===== config.mk =====
export PLATFORM = sky130hd
export DESIGN_NAME = reset_supervisor
export DESIGN_NICKNAME = d
export VERILOG_FILES = /design/src/rtl/rsup_pkg.sv /design/src/rtl/rsup_sync.sv /design/src/rtl/rsup_tick.sv /design/src/rtl/rsup_hold.sv /design/src/rtl/rsup_watchdog.sv /design/src/rtl/reset_supervisor.sv
export SDC_FILE = /design/constraint.sdc
export NUM_CORES = 1
export LEC_CHECK = 0
export BUFFER_PORTS_ARGS = -buffer_cell sky130_fd_sc_hd__clkbuf_2
export CAP_MARGIN = 10
export CELL_PAD_IN_SITES_DETAIL_PLACEMENT = 1
export CELL_PAD_IN_SITES_GLOBAL_PLACEMENT = 1
export CORE_AREA = 2 2 124 90
export CTS_CLUSTER_SIZE = 24
export DETAILED_ROUTE_END_ITERATION = 8
export DIE_AREA = 0 0 126 92
export PLACE_DENSITY = 0.79
export SYNTH_ARGS = -nofsm -noshare
export SYNTH_HDL_FRONTEND = slang
export SYNTH_SLANG_ARGS = --single-unit

===== constraint.sdc =====
create_clock -name clk -period 5.7 [get_ports clk]
set_clock_uncertainty 0.15 [all_clocks]
set_input_delay 1.14 -clock clk [delete_from_list [all_inputs] [get_ports clk]]
set_output_delay 1.14 -clock clk [all_outputs]
set_load 0.05 [all_outputs]

===== src/rtl/rsup_pkg.sv =====
package rsup_pkg;

    localparam int CODE_W    = 3;
    localparam int MAX_UNITS = 512;

    typedef enum logic {
        ST_RUN  = 1'b0,
        ST_HOLD = 1'b1
    } hold_state_e;

    typedef struct packed {
        logic supply_ok;
        logic mr_n;
        logic kick;
    } raw_in_t;

    // Release delay in 3.125 ms units
    function automatic int unsigned release_units(input logic [CODE_W-1:0] code);
        case (code)
            3'd0:    return 1;
            3'd1:    return 8;
            3'd2:    return 16;
            3'd3:    return 32;
            3'd4:    return 64;
            3'd5:    return 128;
            3'd6:    return 512;
            default: return MAX_UNITS;
        endcase
    endfunction

    // Watchdog timeout in 3.125 ms units; code 0 means watchdog off
    function automatic int unsigned timeout_units(input logic [CODE_W-1:0] code);
        case (code)
            3'd0:    return 0;
            3'd1:    return 2;
            3'd2:    return 16;
            3'd3:    return 32;
            3'd4:    return 64;
            3'd5:    return 128;
            3'd6:    return 512;
            default: return MAX_UNITS;
        endcase
    endfunction

endpackage


===== src/rtl/rsup_sync.sv =====
module rsup_sync #(
    parameter int             W    = 1,
    parameter logic [W-1:0]   INIT = '0
) (
    input  logic         clk,
    input  logic         rst,
    input  logic [W-1:0] d,
    output logic [W-1:0] q
);
    logic [W-1:0] stage1;
    logic [W-1:0] stage2;

    always_ff @(posedge clk) begin
        if (rst) begin
            stage1 <= INIT;
            stage2 <= INIT;
        end else begin
            stage1 <= d;
            stage2 <= stage1;
        end
    end

    assign q = stage2;
endmodule


===== src/rtl/rsup_tick.sv =====
module rsup_tick #(
    parameter int DIV = 4
) (
    input  logic clk,
    input  logic rst,
    output logic tick
);
    generate
        if (DIV <= 1) begin : g_pass
            assign tick = 1'b1;
        end else begin : g_div
            localparam int PW = $clog2(DIV);
            logic [PW-1:0] pcnt;

            always_ff @(posedge clk) begin
                if (rst) begin
                    pcnt <= '0;
                end else if (pcnt == PW'(DIV - 1)) begin
                    pcnt <= '0;
                end else begin
                    pcnt <= pcnt + PW'(1);
                end
            end

            assign tick = (pcnt == PW'(DIV - 1));
        end
    endgenerate
endmodule


===== src/rtl/rsup_hold.sv =====
module rsup_hold
    import rsup_pkg::*;
#(
    parameter int TPU = 8,
    parameter int CW  = 13
) (
    input  logic              clk,
    input  logic              rst,
    input  logic              tick,
    input  logic              cause,
    input  logic [CODE_W-1:0] code,
    output logic              in_det
);
    hold_state_e   st;
    logic [CW-1:0] cnt;
    logic [CW-1:0] len;

    always_comb len = CW'(release_units(code) * TPU);

    always_ff @(posedge clk) begin
        if (rst) begin
            st  <= ST_HOLD;
            cnt <= '0;
        end else if (cause) begin
            st  <= ST_HOLD;
            cnt <= '0;
        end else if (st == ST_HOLD && tick) begin
            if (cnt + CW'(1) >= len) begin
                st  <= ST_RUN;
                cnt <= '0;
            end else begin
                cnt <= cnt + CW'(1);
            end
        end
    end

    assign in_det = (st == ST_HOLD);
endmodule


===== src/rtl/rsup_watchdog.sv =====
module rsup_watchdog
    import rsup_pkg::*;
#(
    parameter int TPU         = 8,
    parameter int CW          = 13,
    parameter int BLANK_TICKS = 6
) (
    input  logic              clk,
    input  logic              rst,
    input  logic              tick,
    input  logic              kick_s,
    input  logic              hold,
    input  logic [CODE_W-1:0] code,
    output logic              fire,
    output logic [CW-1:0]     cnt_o
);
    localparam int BW = $clog2(BLANK_TICKS + 1);

    logic          kick_q;
    logic          kick_edge;
    logic          enabled;
    logic          accept;
    logic [BW-1:0] blank;
    logic [CW-1:0] cnt;
    logic [CW-1:0] len;

    always_comb begin
        len       = CW'(timeout_units(code) * TPU);
        enabled   = (code != '0);
        kick_edge = kick_s ^ kick_q;
        accept    = kick_edge && enabled && !hold && (blank == '0);
        fire      = enabled && !hold && tick && !accept && (cnt + CW'(1) >= len);
    end

    always_ff @(posedge clk) begin
        if (rst) kick_q <= 1'b0;
        else     kick_q <= kick_s;
    end

    always_ff @(posedge clk) begin
        if (rst) begin
            blank <= '0;
        end else if (accept) begin
            blank <= BW'(BLANK_TICKS);
        end else if (tick && blank != '0) begin
            blank <= blank - BW'(1);
        end
    end

    always_ff @(posedge clk) begin
        if (rst || hold || !enabled) begin
            cnt <= '0;
        end else if (accept || fire) begin
            cnt <= '0;
        end else if (tick) begin
            cnt <= cnt + CW'(1);
        end
    end

    assign cnt_o = cnt;
endmodule


===== src/rtl/reset_supervisor.sv =====
module reset_supervisor
    import rsup_pkg::*;
#(
    parameter bit ACTIVE_HIGH    = 1'b0,
    parameter int CLKS_PER_TICK  = 3125,
    parameter int TICKS_PER_UNIT = 100,
    parameter int BLANK_TICKS    = 28
) (
    input  logic       clk,
    input  logic       rst,
    input  logic       supply_ok,
    input  logic       mr_n,
    input  logic       kick,
    input  logic [2:0] wd_code,
    input  logic [2:0] dly_code,
    output logic       rst_out
);
    localparam int      CW        = $clog2(MAX_UNITS * TICKS_PER_UNIT + 1);
    localparam raw_in_t SYNC_INIT = '{supply_ok: 1'b0, mr_n: 1'b1, kick: 1'b0};

    raw_in_t       raw_a;
    raw_in_t       raw_s;
    logic          tick;
    logic          sok_s;
    logic          mr_s;
    logic          wd_fire;
    logic          in_det;
    logic          cause;
    logic [CW-1:0] wd_cnt;

    always_comb begin
        raw_a.supply_ok = supply_ok;
        raw_a.mr_n      = mr_n;
        raw_a.kick      = kick;
    end

    rsup_sync #(.W($bits(raw_in_t)), .INIT(SYNC_INIT)) u_sync (
        .clk (clk),
        .rst (rst),
        .d   (raw_a),
        .q   (raw_s)
    );

    assign sok_s = raw_s.supply_ok;
    assign mr_s  = raw_s.mr_n;

    rsup_tick #(.DIV(CLKS_PER_TICK)) u_tick (
        .clk  (clk),
        .rst  (rst),
        .tick (tick)
    );

    rsup_watchdog #(.TPU(TICKS_PER_UNIT), .CW(CW), .BLANK_TICKS(BLANK_TICKS)) u_wd (
        .clk    (clk),
        .rst    (rst),
        .tick   (tick),
        .kick_s (raw_s.kick),
        .hold   (in_det),
        .code   (wd_code),
        .fire   (wd_fire),
        .cnt_o  (wd_cnt)
    );

    assign cause = !sok_s || !mr_s || wd_fire;

    rsup_hold #(.TPU(TICKS_PER_UNIT), .CW(CW)) u_hold (
        .clk    (clk),
        .rst    (rst),
        .tick   (tick),
        .cause  (cause),
        .code   (dly_code),
        .in_det (in_det)
    );

    generate
        if (ACTIVE_HIGH) begin : g_pol_high
            assign rst_out = in_det;
        end else begin : g_pol_low
            assign rst_out = !in_det;
        end
    endgenerate
endmodule


Word-level counts from Yosys, hierarchy flattened
Index checks and enable logic that the tools add are counted.
{"block": "op_classes", "addsub": 4, "mul": 2, "n_div": 0, "order_cmp": 2, "n_eq_ne": 11, "n_shift": 0, "n_mux": 5, "bitwise_logic": 1, "reduce_logical": 30}
{"cell": "$pmux 10 s6", "count": 2}
{"cell": "$add 16x1->16 const B", "count": 2}
{"cell": "$ge 16x16->1", "count": 2}
{"cell": "$mul 10x5->14 const B", "count": 2}
{"cell": "$mux 16", "count": 1}
{"cell": "$add 12x1->12 const B", "count": 1}
{"cell": "$eq 12x12->1 const B", "count": 1}
{"cell": "$eq 3x2->1 const B", "count": 4}
{"cell": "$eq 3x3->1 const B", "count": 4}
{"cell": "$mux 5", "count": 2}
{"cell": "$logic_and 1x1->1", "count": 9}
{"cell": "$reduce_or 2->1", "count": 4}
{"cell": "$eq 3x1->1 const B", "count": 2}
{"cell": "$logic_not 3->1", "count": 2}
{"cell": "$logic_not 1->1", "count": 5}
{"cell": "$logic_not 5->1", "count": 1}
{"cell": "$logic_or 1x1->1", "count": 5}
{"cell": "$reduce_bool 5->1", "count": 1}
{"cell": "$sub 5x1->5 const B", "count": 1}
{"cell": "$reduce_bool 3->1", "count": 1}
{"cell": "$reduce_and 2->1", "count": 1}
{"cell": "$reduce_bool 2->1", "count": 1}
{"cell": "$xor 1x1->1", "count": 1}
{"block": "word_totals", "regBits": 57, "latchBits": 0, "ram_bits": 0, "mem_bits_ro": 0, "output_inout_bits": 1, "wordCells": 64, "memories": 0}

Longest topological paths before layout
Gate-level depths: netlist (run 1).
{"block": "depth", "ltp_word": 9, "ltp_mapped": 20, "depth_no_buf": 19}

Cells and area by module
A second synthesis (run 1) with hierarchy kept.
{"block": "unflattened", "hier_cells": 539, "hier_area_um2": 4554.4}
{"module": "rsup_watchdog", "instances": 1, "cells_per_inst": 242, "area_per_inst_um2": 1963.1}
{"module": "rsup_hold", "instances": 1, "cells_per_inst": 220, "area_per_inst_um2": 1848.0}
{"module": "rsup_tick", "instances": 1, "cells_per_inst": 63, "area_per_inst_um2": 574.3}
{"module": "rsup_sync", "instances": 1, "cells_per_inst": 12, "area_per_inst_um2": 157.7}
{"module": "reset_supervisor", "instances": 1, "cells_per_inst": 2, "area_per_inst_um2": 11.3}

Least setup slack after synthesis (run 1)
Ideal clock, no wire load.
{"block": "synth_path", "path_type": "in2reg", "startpoint": "input dly_code[2]", "endpoint": "register u_hold.cnt[12]", "setup_time_ns": 0.137, "arrival_ns": 5.138, "required_time_ns": 5.413, "path_slack_ns": 0.275, "stages": 20, "path_buffers": 2, "path_cell_list": "clkbuf_1 nand3_1 ha_1 nor2_1 ha_1 ha_1 ha_1 a21o_1 ha_1 a31oi_1 o21bai_1 a21oi_1 xor2_1 ha_1 nand2_1 nor4_1 o211ai_1 a211oi_2 buf_4 nor4_1"}
{"block": "synth_via", "elab_chain_len": 5, "word_cells_on_any_way": 10}
{"item": "start, declared", "line": "reset_supervisor.sv:15", "source": "input logic [2:0] dly_code,"}
{"item": "$eq 3x3->1 (tied with other cells)", "line": "rsup_pkg.sv:19", "source": "case (code)"}
{"item": "$pmux 10 s6 (*)", "line": "rsup_pkg.sv:19"}
{"item": "$mul 10x5->14 (*)", "line": "rsup_hold.sv:18", "source": "always_comb len = CW'(release_units(code) * TPU);"}
{"item": "$ge 16x16->1 (*)", "line": "rsup_hold.sv:28", "source": "if (cnt + CW'(1) >= len) begin"}
{"item": "$mux 16 (*)", "line": "rsup_hold.sv:28"}
{"item": "end signal, assigned", "line": "rsup_hold.sv:32", "source": "cnt <= cnt + CW'(1);"}
{"item": "end, declared", "line": "rsup_hold.sv:15", "source": "logic [CW-1:0] cnt;"}
Mark *: on every way between the ends. The rest lies on a longest branch, timed or not.
A chain may end at the register's enable or synchronous reset.

Worst setup path in the final report (run 1)
{"block": "layout_path", "startpoint": "input dly_code[1]", "endpoint": "register u_hold.cnt[12]"}
The elaborated chain is that of the path after synthesis.

==> impl_metrics.ini, run 1 <==
[final_layout]
drive_gt1_share_pct = 10.8
multi_input_area_um2 = 3190
seq_area_um2 = 1140
antennaDiodeCount = 0
fillers = 1271
final_nets = 618
finalInstanceArea_um2 = 5030
syn2layout_area_growth_pct = 10.1

[sta]
tightest_slew_ns = 0.790
drv_slew = 0
finalSetupTns_ns = 0
setup_violations = 0
fin_crit_sh_pct = 92.9
rsz0062_at_grt = false
fmax_mhz = 189
finalHoldViolations = 0
fin_crit_ns = 5.29
slew_headroom_pct = 47.3

[power_and_ir_drop]
p_per_area_nw_per_um2 = 201
ir_drop_v = 0.000199
p_leak_nw = 2.06

[floorplanning]
rows = 32
ios = 12
dieArea_um2 = 11600
core_um2 = 10600
die_w_um = 126
die_height_um = 92
initial_core_util_pct = 43.2

[placement]
io_buffers = 11
place_area_um2 = 4740
routabilityCongestion = 0.855
dp_hpwl_um = 8600

[routing]
vias = 3831
viasPerCell = 5.62
drc_errors = 0
wire_per_inst_um = 16.6
wirelength_um = 11300
first_pass_iters = 5
drt_iter0_drc = 166
ant_nets = 0

[synthesis]
synth_simple_gate_area_share_pct = 27.1
synth_area_um2 = 4570
yosys_warnings = 0
syn_inst = 530
synth_seq_cells = 57
synth_edf_count = 0
async_reset_ff_share_pct = 0
avgSynthCellArea_um2 = 8.62
ys_seq_area_share_pct = 25.0
ys.flop_type = dfxtp_1
synth.distinct_cells = 61
synth_fa_ha_area_share_pct = 18.2
synth_mux_area_share_pct = 1.12
synth-xor-area-share_pct = 15.7
synth_compound_area_share_pct = 7.21
synth_top_family_by_area = simple AND/OR/NAND/NOR gates

[critical_path]
end_kind = register
crit_path_end = u_hold.cnt[12]
rr_startpoint = u_hold.cnt[5]
start_kind = input pin
timing.rr.end = u_hold.cnt[7]
required_ns = 5.74
path_max_fanout = 16
cp-startpoint = dly_code[1]
worstRegToRegCells = 11
crit_type = input pin to register
reg2reg_slack_ns = 2.15
cp_data_arrival_time_ns = 5.33

[global_route]
grt_pass1_wl_um = 19700
overflow = 0
grt_pass1_vias = 4035
antenna_found_initial = 0
grt_usage_pct = 21.0
grt_max_degree = 27

[clock_network]
clock-root-buffer = clkbuf_16
htreeDepth = 3
cts_buffer_depth = 2
clk_pin_slew_ns = 0.05
numCtsBuffers = 9
tritoncts = built
clk_latency_ns = 0.33
clock-sinks = 57

[min_path]
hp-class = register to register

[status]
status = finished, final reports clean

[run]
maxCapViolCount = 0
-- power by group --
| part | switching, mW | internal [mW] | leakage (nW) | total (mW) |
|---|---|---|---|---|
| clock | 0.207 | 0.297 | 0.132 | 0.504 |
| sequential | 0.00273 | 0.403 | 0.461 | 0.405 |
| combinational | 0.0605 | 0.0421 | 1.47 | 0.103 |
-- Yosys cell counts (4+ instances only) --
cell type   n  area [um2]
ha_1       65         813
dfxtp_1    57        1140
xor2_1     46         403
nor2_1     38         143
nor3_1     36         180
xnor2_1    36         315
nand2_1    32         120
inv_1      31         116
nand3_1    20         100
nand4_1    20         125
a21oi_1    15        75.1
nor4_1     14        87.6
clkbuf_1   10        37.5
and2_1      7        43.8
and3_1      7        43.8
o21ai_0     7        35.0
and4_1      6        52.6
nor2b_1     6        37.5
nor4_2      6        75.1
or2_2       5        31.3
a21o_1      4        30.0
a31oi_1     4        25.0
buf_2       4        20.0
mux2i_1     4        40.0
-- worst min-delay path by stage --
| stage | from | end | slack, ns | depth (start not counted) |
|---|---|---|---|---|
| after floorplan | u_sync.stage1[1] | u_sync.q[1] | 0.24 | 1 |
| after global placement | u_sync.stage1[1] | u_sync.q[1] | 0.25 | 1 |
| after detailed placement | u_sync.stage1[1] | u_sync.q[1] | 0.25 | 1 |
| after CTS | u_sync.stage1[1] | u_sync.q[1] | 0.27 | 1 |
| after global routing | u_sync.stage1[1] | u_sync.q[1] | 0.28 | 1 |
| final | u_sync.stage1[1] | u_sync.q[1] | 0.26 | 1 |
-- cell usage in the layout (no fill, tap or decap), types with 7 or more instances in the layout --
cell type,Yosys,layout
nand2_1,32,32
nor4_1,14,14
ha_1,65,65
and2_1,7,7
a21oi_1,15,15
inv_1,31,31
clkbuf_2,0,11
xor2_1,46,46
nand4_1,20,20
and3_1,7,7
nor3_1,36,36
nor2_1,38,38
xnor2_1,36,36
o21ai_0,7,7
clkbuf_16,0,9
dfxtp_1,57,57
nand3_1,20,20
-- worst max-delay path, cell delays in order --
cell and delay [ns]:
clkbuf_2 0.13, inv_1 0.15, nand3_1 0.18, ha_1 0.24, nor2_1 0.11, ha_1 0.24
ha_1 0.29, ha_1 0.29, a21o_1 0.16, ha_1 0.32, a31oi_1 0.23, o21bai_1 0.09
a21oi_1 0.19, xor2_1 0.10, ha_1 0.32, nand2_1 0.08, nor4_1 0.28, o211ai_1 0.17
a211oi_2 0.33, buf_12 0.20, nor4_1 0.07
-- repair_timing --
action                                  4_1_cts  5_1_grt
endpoints found under the setup margin        0        6
gates resized for setup                       0        1
buffers inserted                              0        0
hold buffers                                  0        0
-- kinds of logic after synthesis --
family / count (synthesis)
AO/OA/AOI/OAI: 49
XOR/XNOR: 82
adder cells (fa/ha/maj): 66
buffers and inverters: 52
flip-flops: 57
multiplexers: 5
other: 1
AND/OR/NAND/NOR: 218
-- routing by layer --
metal / wire, um / GRT usage [%] / up-vias / share of wire (%)
met4: 124 / 4.85 / 0 / 1.1
met1: 5700 / 28.0 / 1866 / 50
li1: - / - / 1900 / -
met3: 289 / 4.14 / 14 / 2.6
met2: 5190 / 35.0 / 51 / 46
met5: 0 / 0 / - / 0
-- per-stage QoR --
| step | setup slack (ns) | instances | hold slack (ns) | utilization [%] | power, mW |
|---|---|---|---|---|---|
| 5_1_grt | 0.0285 | 682 | 0.278 | 47.6 | 1.06 |
| 2_1_floorplan | 0.275 | 534 | 0.239 | - | 0.485 |
| 4_1_cts | 0.338 | 682 | 0.267 | 47.5 | 1.02 |
| 3_5_place_dp | 0.0159 | 666 | 0.252 | 44.9 | 0.514 |
| 3_3_place_gp | 0.337 | 666 | 0.247 | 44.9 | 0.505 |
| 6_report | 0.407 | 682 | 0.262 | 47.6 | 1.01 |
-- area by class of cell --
type | instances | area share (%)
clock buffers | 9 | 4.48
clock inverters | 7 | 1.10
inverters | 31 | 2.31
multi-input cells | 425 | 63.5
flip-flops and latches | 57 | 22.7
well taps | 136 | 3.38
repair buffers | 17 | 2.49
-- state kept, by name, indices dropped and copies added, names as in the netlist --
| register | flops |
|---|---|
| u_wd.cnt_o | 16 |
| u_hold.in_det | 1 |
| u_hold.cnt | 16 |
| u_wd.kick_q | 1 |
| u_sync.stage1 | 3 |
| u_tick.g_div.pcnt | 12 |
| u_sync.q | 3 |
| u_wd.blank | 5 |
(Power assumes the default switching activity.)
==> run 2, diff against run 1 <==
--- a/config.mk
+++ b/config.mk
@@ -5,15 +5,17 @@
 export SDC_FILE = /design/constraint.sdc
 export NUM_CORES = 1
 export LEC_CHECK = 0
+export ABC_AREA = 1
 export BUFFER_PORTS_ARGS = -buffer_cell sky130_fd_sc_hd__clkbuf_2
 export CAP_MARGIN = 10
 export CELL_PAD_IN_SITES_DETAIL_PLACEMENT = 1
 export CELL_PAD_IN_SITES_GLOBAL_PLACEMENT = 1
-export CORE_AREA = 2 2 124 90
+export CORE_AREA = 2 2 123 89
+export CTS_CLUSTER_DIAMETER = 120
 export CTS_CLUSTER_SIZE = 24
 export DETAILED_ROUTE_END_ITERATION = 8
-export DIE_AREA = 0 0 126 92
-export PLACE_DENSITY = 0.79
+export DIE_AREA = 0 0 125 91
+export PLACE_DENSITY = 0.83
 export SYNTH_ARGS = -nofsm -noshare
 export SYNTH_HDL_FRONTEND = slang
 export SYNTH_SLANG_ARGS = --single-unit
==> run 2 against run 1 <==
Net effect:
- clock power is 15% higher
- global-route usage is 1.5 points higher
- critical path depth up 5
- clock-buffer cell count increased by 1
- via count grew 10%
- total power rose by 7.8%
- register-to-register slack better by 0.31 ns
- cell count increased by 19%
- area after synthesis decreased by 1.1%
- flip-flop and latch count unchanged
- combinational power hardly changed
- first-iteration DRC count grew 32%
- critical endpoint is now u_hold.cnt[2]
- largest cell class unchanged
- largest power group unchanged
==> impl_metrics.ini, run 2 <==
[global_route]
grt_max_degree = 23
grt_usage_pct = 22.4
grt_pass1_vias = 4539
antenna_found_initial = 0
grt_pass1_wl_um = 21000
overflow = 0

[critical_path]
path_max_fanout = 16
start_kind = input pin
slowest_delay_ns = 0.32
cp-startpoint = dly_code[0]
worstRegToRegCells = 13
cp_num_cells = 26
crit_path_end = u_hold.cnt[2]
cp_data_arrival_time_ns = 5.35
reg2reg_slack_ns = 2.46
timing.rr.end = u_hold.cnt[2]
cp_slowest_cell = ha_1
end_kind = register
cpLargestDelayFamily = adder cells
critical_path_buf_inv_count = 4
rr_startpoint = u_hold.cnt[0]
crit_type = input pin to register
cpMostUsedCell = ha_1
required_ns = 5.76

[routing]
viasPerCell = 5.21
drc_errors = 0
drt_iter0_drc = 219
first_pass_iters = 4
vias = 4216
wirelength_um = 11900
wire_per_inst_um = 14.7
ant_nets = 0

[clock_network]
clk_pin_slew_ns = 0.05
cts_buffer_depth = 2
clk_latency_ns = 0.33
tritoncts = built
numCtsBuffers = 9
clock-sinks = 57
htreeDepth = 3
clock-root-buffer = clkbuf_16
postCtsSetupRepairBufs = 0

[synthesis]
synth_seq_cells = 57
synth_area_leaders = dfxtp_1 (25%), ha_1 (18%), nand2_1 (11%)
synth_area_um2 = 4520
yosys_warnings = 0
async_reset_ff_share_pct = 0
syn_inst = 651
synth_edf_count = 0
synth_top_area_cell = dfxtp_1
synth.most_common_cell = nand2_1
synth_top_area_share_pct = 25.3
synth.distinct_cells = 43
ys_top_cells_by_count = nand2_1 (137), inv_1 (103), nor2_1 (80)
ys.flop_type = dfxtp_1
avgSynthCellArea_um2 = 6.94
ys_seq_area_share_pct = 25.3

[sta]
holdWs_ns = 0.266
rsz0062_at_grt = false
finalHoldViolations = 0
finalSetupTns_ns = 0
fmax_mhz = 189
setup_violations = 0
drv_slew = 0
fin_crit_ns = 5.29
fin_crit_sh_pct = 92.9

[final_layout]
syn2layout_area_growth_pct = 12.0
final_cell_mix = nand2_1 (137), inv_1 (103), nor2_1 (80)
antennaDiodeCount = 0
final_common_cell = nand2_1
finalInstanceArea_um2 = 5060
final_nets = 750
drive_gt1_share_pct = 8.71
final_cells = 809

[min_path]
hp-class = register to register
min-delay-start = u_sync.stage1[1]

[power_and_ir_drop]
p_per_area_nw_per_um2 = 216
p_leak_nw = 2.51
ir_drop_v = 0.000165

[floorplanning]
ios = 12
rows = 31
die_w_um = 125
initial_core_util_pct = 44.5
die_height_um = 91
dieArea_um2 = 11400
core_um2 = 10200

[status]
status = finished, final reports clean

[placement]
dp_hpwl_um = 9130
routabilityCongestion = 0.822
dp.cells = 794
io_buffers = 11
place_area_um2 = 4710

[run]
maxCapViolCount = 0
[run 2: cell count changes in the layout (fill, tap and decap cells not counted), sizes merged, moves of 10 or more]
cell	before	now
a21oi	15	29
inv	33	105
nand2	33	142
nand3	22	32
nor2	38	88
nor3	37	12
nor4	21	2
o21ai	7	42
xnor2	36	16
xor2	46	16
[run 2: area by class of cell]
class	instances	area, um2
Fill cell	1324	5100
Sequential cell	57	1140
Timing Repair Buffer	15	85.1
Multi-Input combinational cell	485	2960
Clock inverter	5	80.1
Tap cell	132	165
Inverter	105	394
Clock buffer	10	239
[run 2: per-layer routing]
layer	track usage [%]	part of all wire, %	vias to the layer above
met5	0	0	-
met4	5.28	1.1	0
met3	4.12	2.3	14
met2	40.3	49	37
met1	27.9	47	2039
li1	-	-	2126
[run 2: report_power, final]
part | switching (mW) | internal (mW) | total [mW]
Clock | 0.190 | 0.391 | 0.580
Combinational | 0.0668 | 0.0393 | 0.106
Sequential | 0.00213 | 0.403 | 0.405
[run 2: cells by family after synthesis]
kind of cell | Yosys count | share of synthesized area (%)
adder cells (fa/ha/maj) | 66 | 18.4
AO/OA/AOI/OAI | 80 | 9.42
other | 1 | 0.0830
AND/OR/NAND/NOR | 297 | 29.1
buffers and inverters | 113 | 10.2
multiplexers | 5 | 1.11
XOR/XNOR | 32 | 6.37
flip-flops | 57 | 25.3
[run 2: timing repair]
item | in CTS | in global routing
resized for setup | 0 | 5
hold buffers | 0 | 0
endpoints found under the setup margin | 0 | 16
[run 2: how the worst min path moves through the flow]
stage,end,cells after the start,slack [ns]
2_1_floorplan,u_sync.q[0],2,0.24
3_3_place_gp,u_sync.q[2],2,0.25
3_5_place_dp,u_sync.q[0],2,0.26
4_1_cts,u_sync.q[1],1,0.28
5_1_grt,u_sync.q[1],1,0.28
6_report,u_sync.q[1],1,0.27
[run 2: metrics by stage]
step | total power [mW] | utilization, % | setup slack (ns)
floorplan | 0.486 | - | 0.404
global placement | 0.506 | 46.4 | 0.178
detailed placement | 0.515 | 46.4 | -0.143
CTS | 1.10 | 49.5 | 0.165
global route | 1.13 | 49.8 | 0.0291
finish | 1.09 | 49.8 | 0.406
==> run 3, diff against run 2 <==
--- a/config.mk
+++ b/config.mk
@@ -16,6 +16,7 @@
 export DETAILED_ROUTE_END_ITERATION = 8
 export DIE_AREA = 0 0 125 91
 export PLACE_DENSITY = 0.83
+export REMOVE_ABC_BUFFERS = 1
 export SYNTH_ARGS = -nofsm -noshare
 export SYNTH_HDL_FRONTEND = slang
 export SYNTH_SLANG_ARGS = --single-unit
==> run 3 against run 2 <==
Net effect:
- non-clock buffer count decreased by 1
- combinational power about the same
- setup slack got worse by 0.063 ns
- routed wire length decreased by 6.5%
- utilization decreased by 0.33 points
- sequential power about the same
- clock-buffer cell count increased by 3
- flip-flop and latch count unchanged
- via count decreased by 2.1%
- die area unchanged
- critical path depth unchanged
- first-iteration DRC count decreased by 40%
- critical endpoint is now u_hold.cnt[7]
- largest cell class unchanged
- largest power group unchanged
- highest routed layer unchanged
==> impl_metrics.ini, run 3 (synthesized netlist as in run 2, its figures left out) <==
[sta]
rsz0062_at_grt = false
finalHoldViolations = 0
setup_violations = 0
fin_crit_sh_pct = 94.0
fin_crit_ns = 5.36
holdWs_ns = 0.256
drv_slew = 0
slew_headroom_pct = 63.5
tightest_slew_ns = 0.541
fmax_mhz = 187

[power_and_ir_drop]
p_leak_nw = 2.50
ir_drop_v = 0.000141
p_per_area_nw_per_um2 = 205
fin_total_pwr_mw = 1.03

[floorplanning]
ios = 12
rows = 31
initial_core_util_pct = 44.5
die_w_um = 125
core_um2 = 10200
dieArea_um2 = 11400
die_height_um = 91

[placement]
routabilityCongestion = 0.879
io_buffers = 11
dp_hpwl_um = 8940
dp.cells = 793

[critical_path]
crit_type = input pin to register
start_kind = input pin
required_ns = 5.76
rr_startpoint = u_wd.cnt_o[0]
cp_slowest_cell = ha_1
critical_path_buf_inv_count = 4
path_max_fanout = 16
slowest_delay_ns = 0.33
cp_data_arrival_time_ns = 5.41
cpLargestDelayFamily = adder cells
reg2reg_slack_ns = 2.58
timing.rr.end = u_hold.cnt[7]
worstRegToRegCells = 20
end_kind = register
cpMostUsedCell = ha_1

[clock_network]
numCtsBuffers = 9
postCtsSetupRepairBufs = 0
tritoncts = built
htreeDepth = 3
cts_resized = 0
clock-root-buffer = clkbuf_16
clock-sinks = 57
clk_latency_ns = 0.33
cts_hold_buf = 0
clk_pin_slew_ns = 0.05
cts_buffer_depth = 2

[min_path]
hp-class = register to register
hold-path-cell-count = 2
holdPathEnd = u_sync.q[0]
min-delay-start = u_sync.stage1[0]

[routing]
wire_per_inst_um = 13.7
drt-met1-wl_um = 5470
viasPerCell = 5.10
first_pass_iters = 4
drt_iter0_drc = 132
top_layer = met4
vias = 4127
drc_errors = 0
dr_wl_met3_um = 306
dr_wl_met2_um = 5260
wirelength_um = 11100
ant_nets = 0

[global_route]
grt_pass1_vias = 4190
grt_pass1_wl_um = 18800
grt_usage_pct = 20.0
antenna_found_initial = 0
overflow = 0
grt_max_degree = 23

[final_layout]
drive_gt1_share_pct = 8.42
antennaDiodeCount = 0
final_cells = 809
final_cell_mix = nand2_1 (137), inv_1 (103), nor2_1 (79)
final_nets = 749
syn2layout_area_growth_pct = 11.2
fillers = 1340
final_common_cell = nand2_1

[run]
maxCapViolCount = 0

[status]
status = finished, final reports clean
## run 3: worst max-delay path by stage
stage / slack (ns) / to / startpoint / cells past startpoint
finish: 0.34 / u_hold.cnt[7] / dly_code[0] / 26
global route: 0.03 / u_hold.cnt[7] / dly_code[0] / 26
CTS: 0.16 / u_hold.cnt[7] / dly_code[0] / 26
detailed placement: -0.17 / u_hold.cnt[7] / dly_code[0] / 26
global placement: 0.21 / u_hold.cnt[11] / dly_code[0] / 26
floorplan: 0.47 / u_hold.cnt[15] / dly_code[0] / 25
## run 3: metrics by stage
| stage | util [%] | cell area [um2] | setup WS [ns] | TNS (ns) |
|---|---|---|---|---|
| 2_1_floorplan | - | 4460 | 0.469 | 0 |
| 3_3_place_gp | 46.3 | 4710 | 0.214 | 0 |
| 3_5_place_dp | 46.3 | 4710 | -0.167 | -2.19 |
| 4_1_cts | 49.2 | 5000 | 0.158 | 0 |
| 5_1_grt | 49.5 | 5030 | 0.0324 | 0 |
| 6_report | 49.5 | 5030 | 0.343 | 0 |
## run 3: power breakdown
| part | leakage, nW | internal, mW | switching [mW] |
|---|---|---|---|
| combinational | 1.90 | 0.0391 | 0.0644 |
| sequential | 0.461 | 0.403 | 0.00212 |
| clock | 0.144 | 0.348 | 0.174 |
| total | 2.50 | 0.790 | 0.240 |
## run 3: per-layer routing
metal | up-vias | GRT usage (%)
met2 | 33 | 34.6
met1 | 1962 | 26.0
met5 | - | 0
met4 | 0 | 3.80
li1 | 2126 | -
met3 | 6 | 4.30
## run 3: area by class of cell
type                       count  area, um2  area share (%)
multi-input combinational    485       2960            58.8
tap                          132        165            3.29
timing repair buffer          14       77.6            1.54
inverter                     105        394            7.84
sequential                    57       1140            22.7
clock inverter                 3       40.0           0.797
clock buffer                  13        250            4.98
## run 3: worst reg2reg max path, stage by stage (launching register included)
cell and delay, ns:
dfxtp_1 0.41, ha_1 0.23, nand3_1 0.12, inv_1 0.09
nand2_1 0.06, nor2_2 0.13, nand3_1 0.14, nor2_2 0.19
nand3_1 0.11, nand2_1 0.08, nand2_1 0.07, ha_1 0.27
nand2_1 0.06, inv_1 0.05, nand3_1 0.08, nor3_1 0.17
nand2_1 0.09, nand2_1 0.12, nand2_2 0.11, nand2_4 0.19
nor2_1 0.08
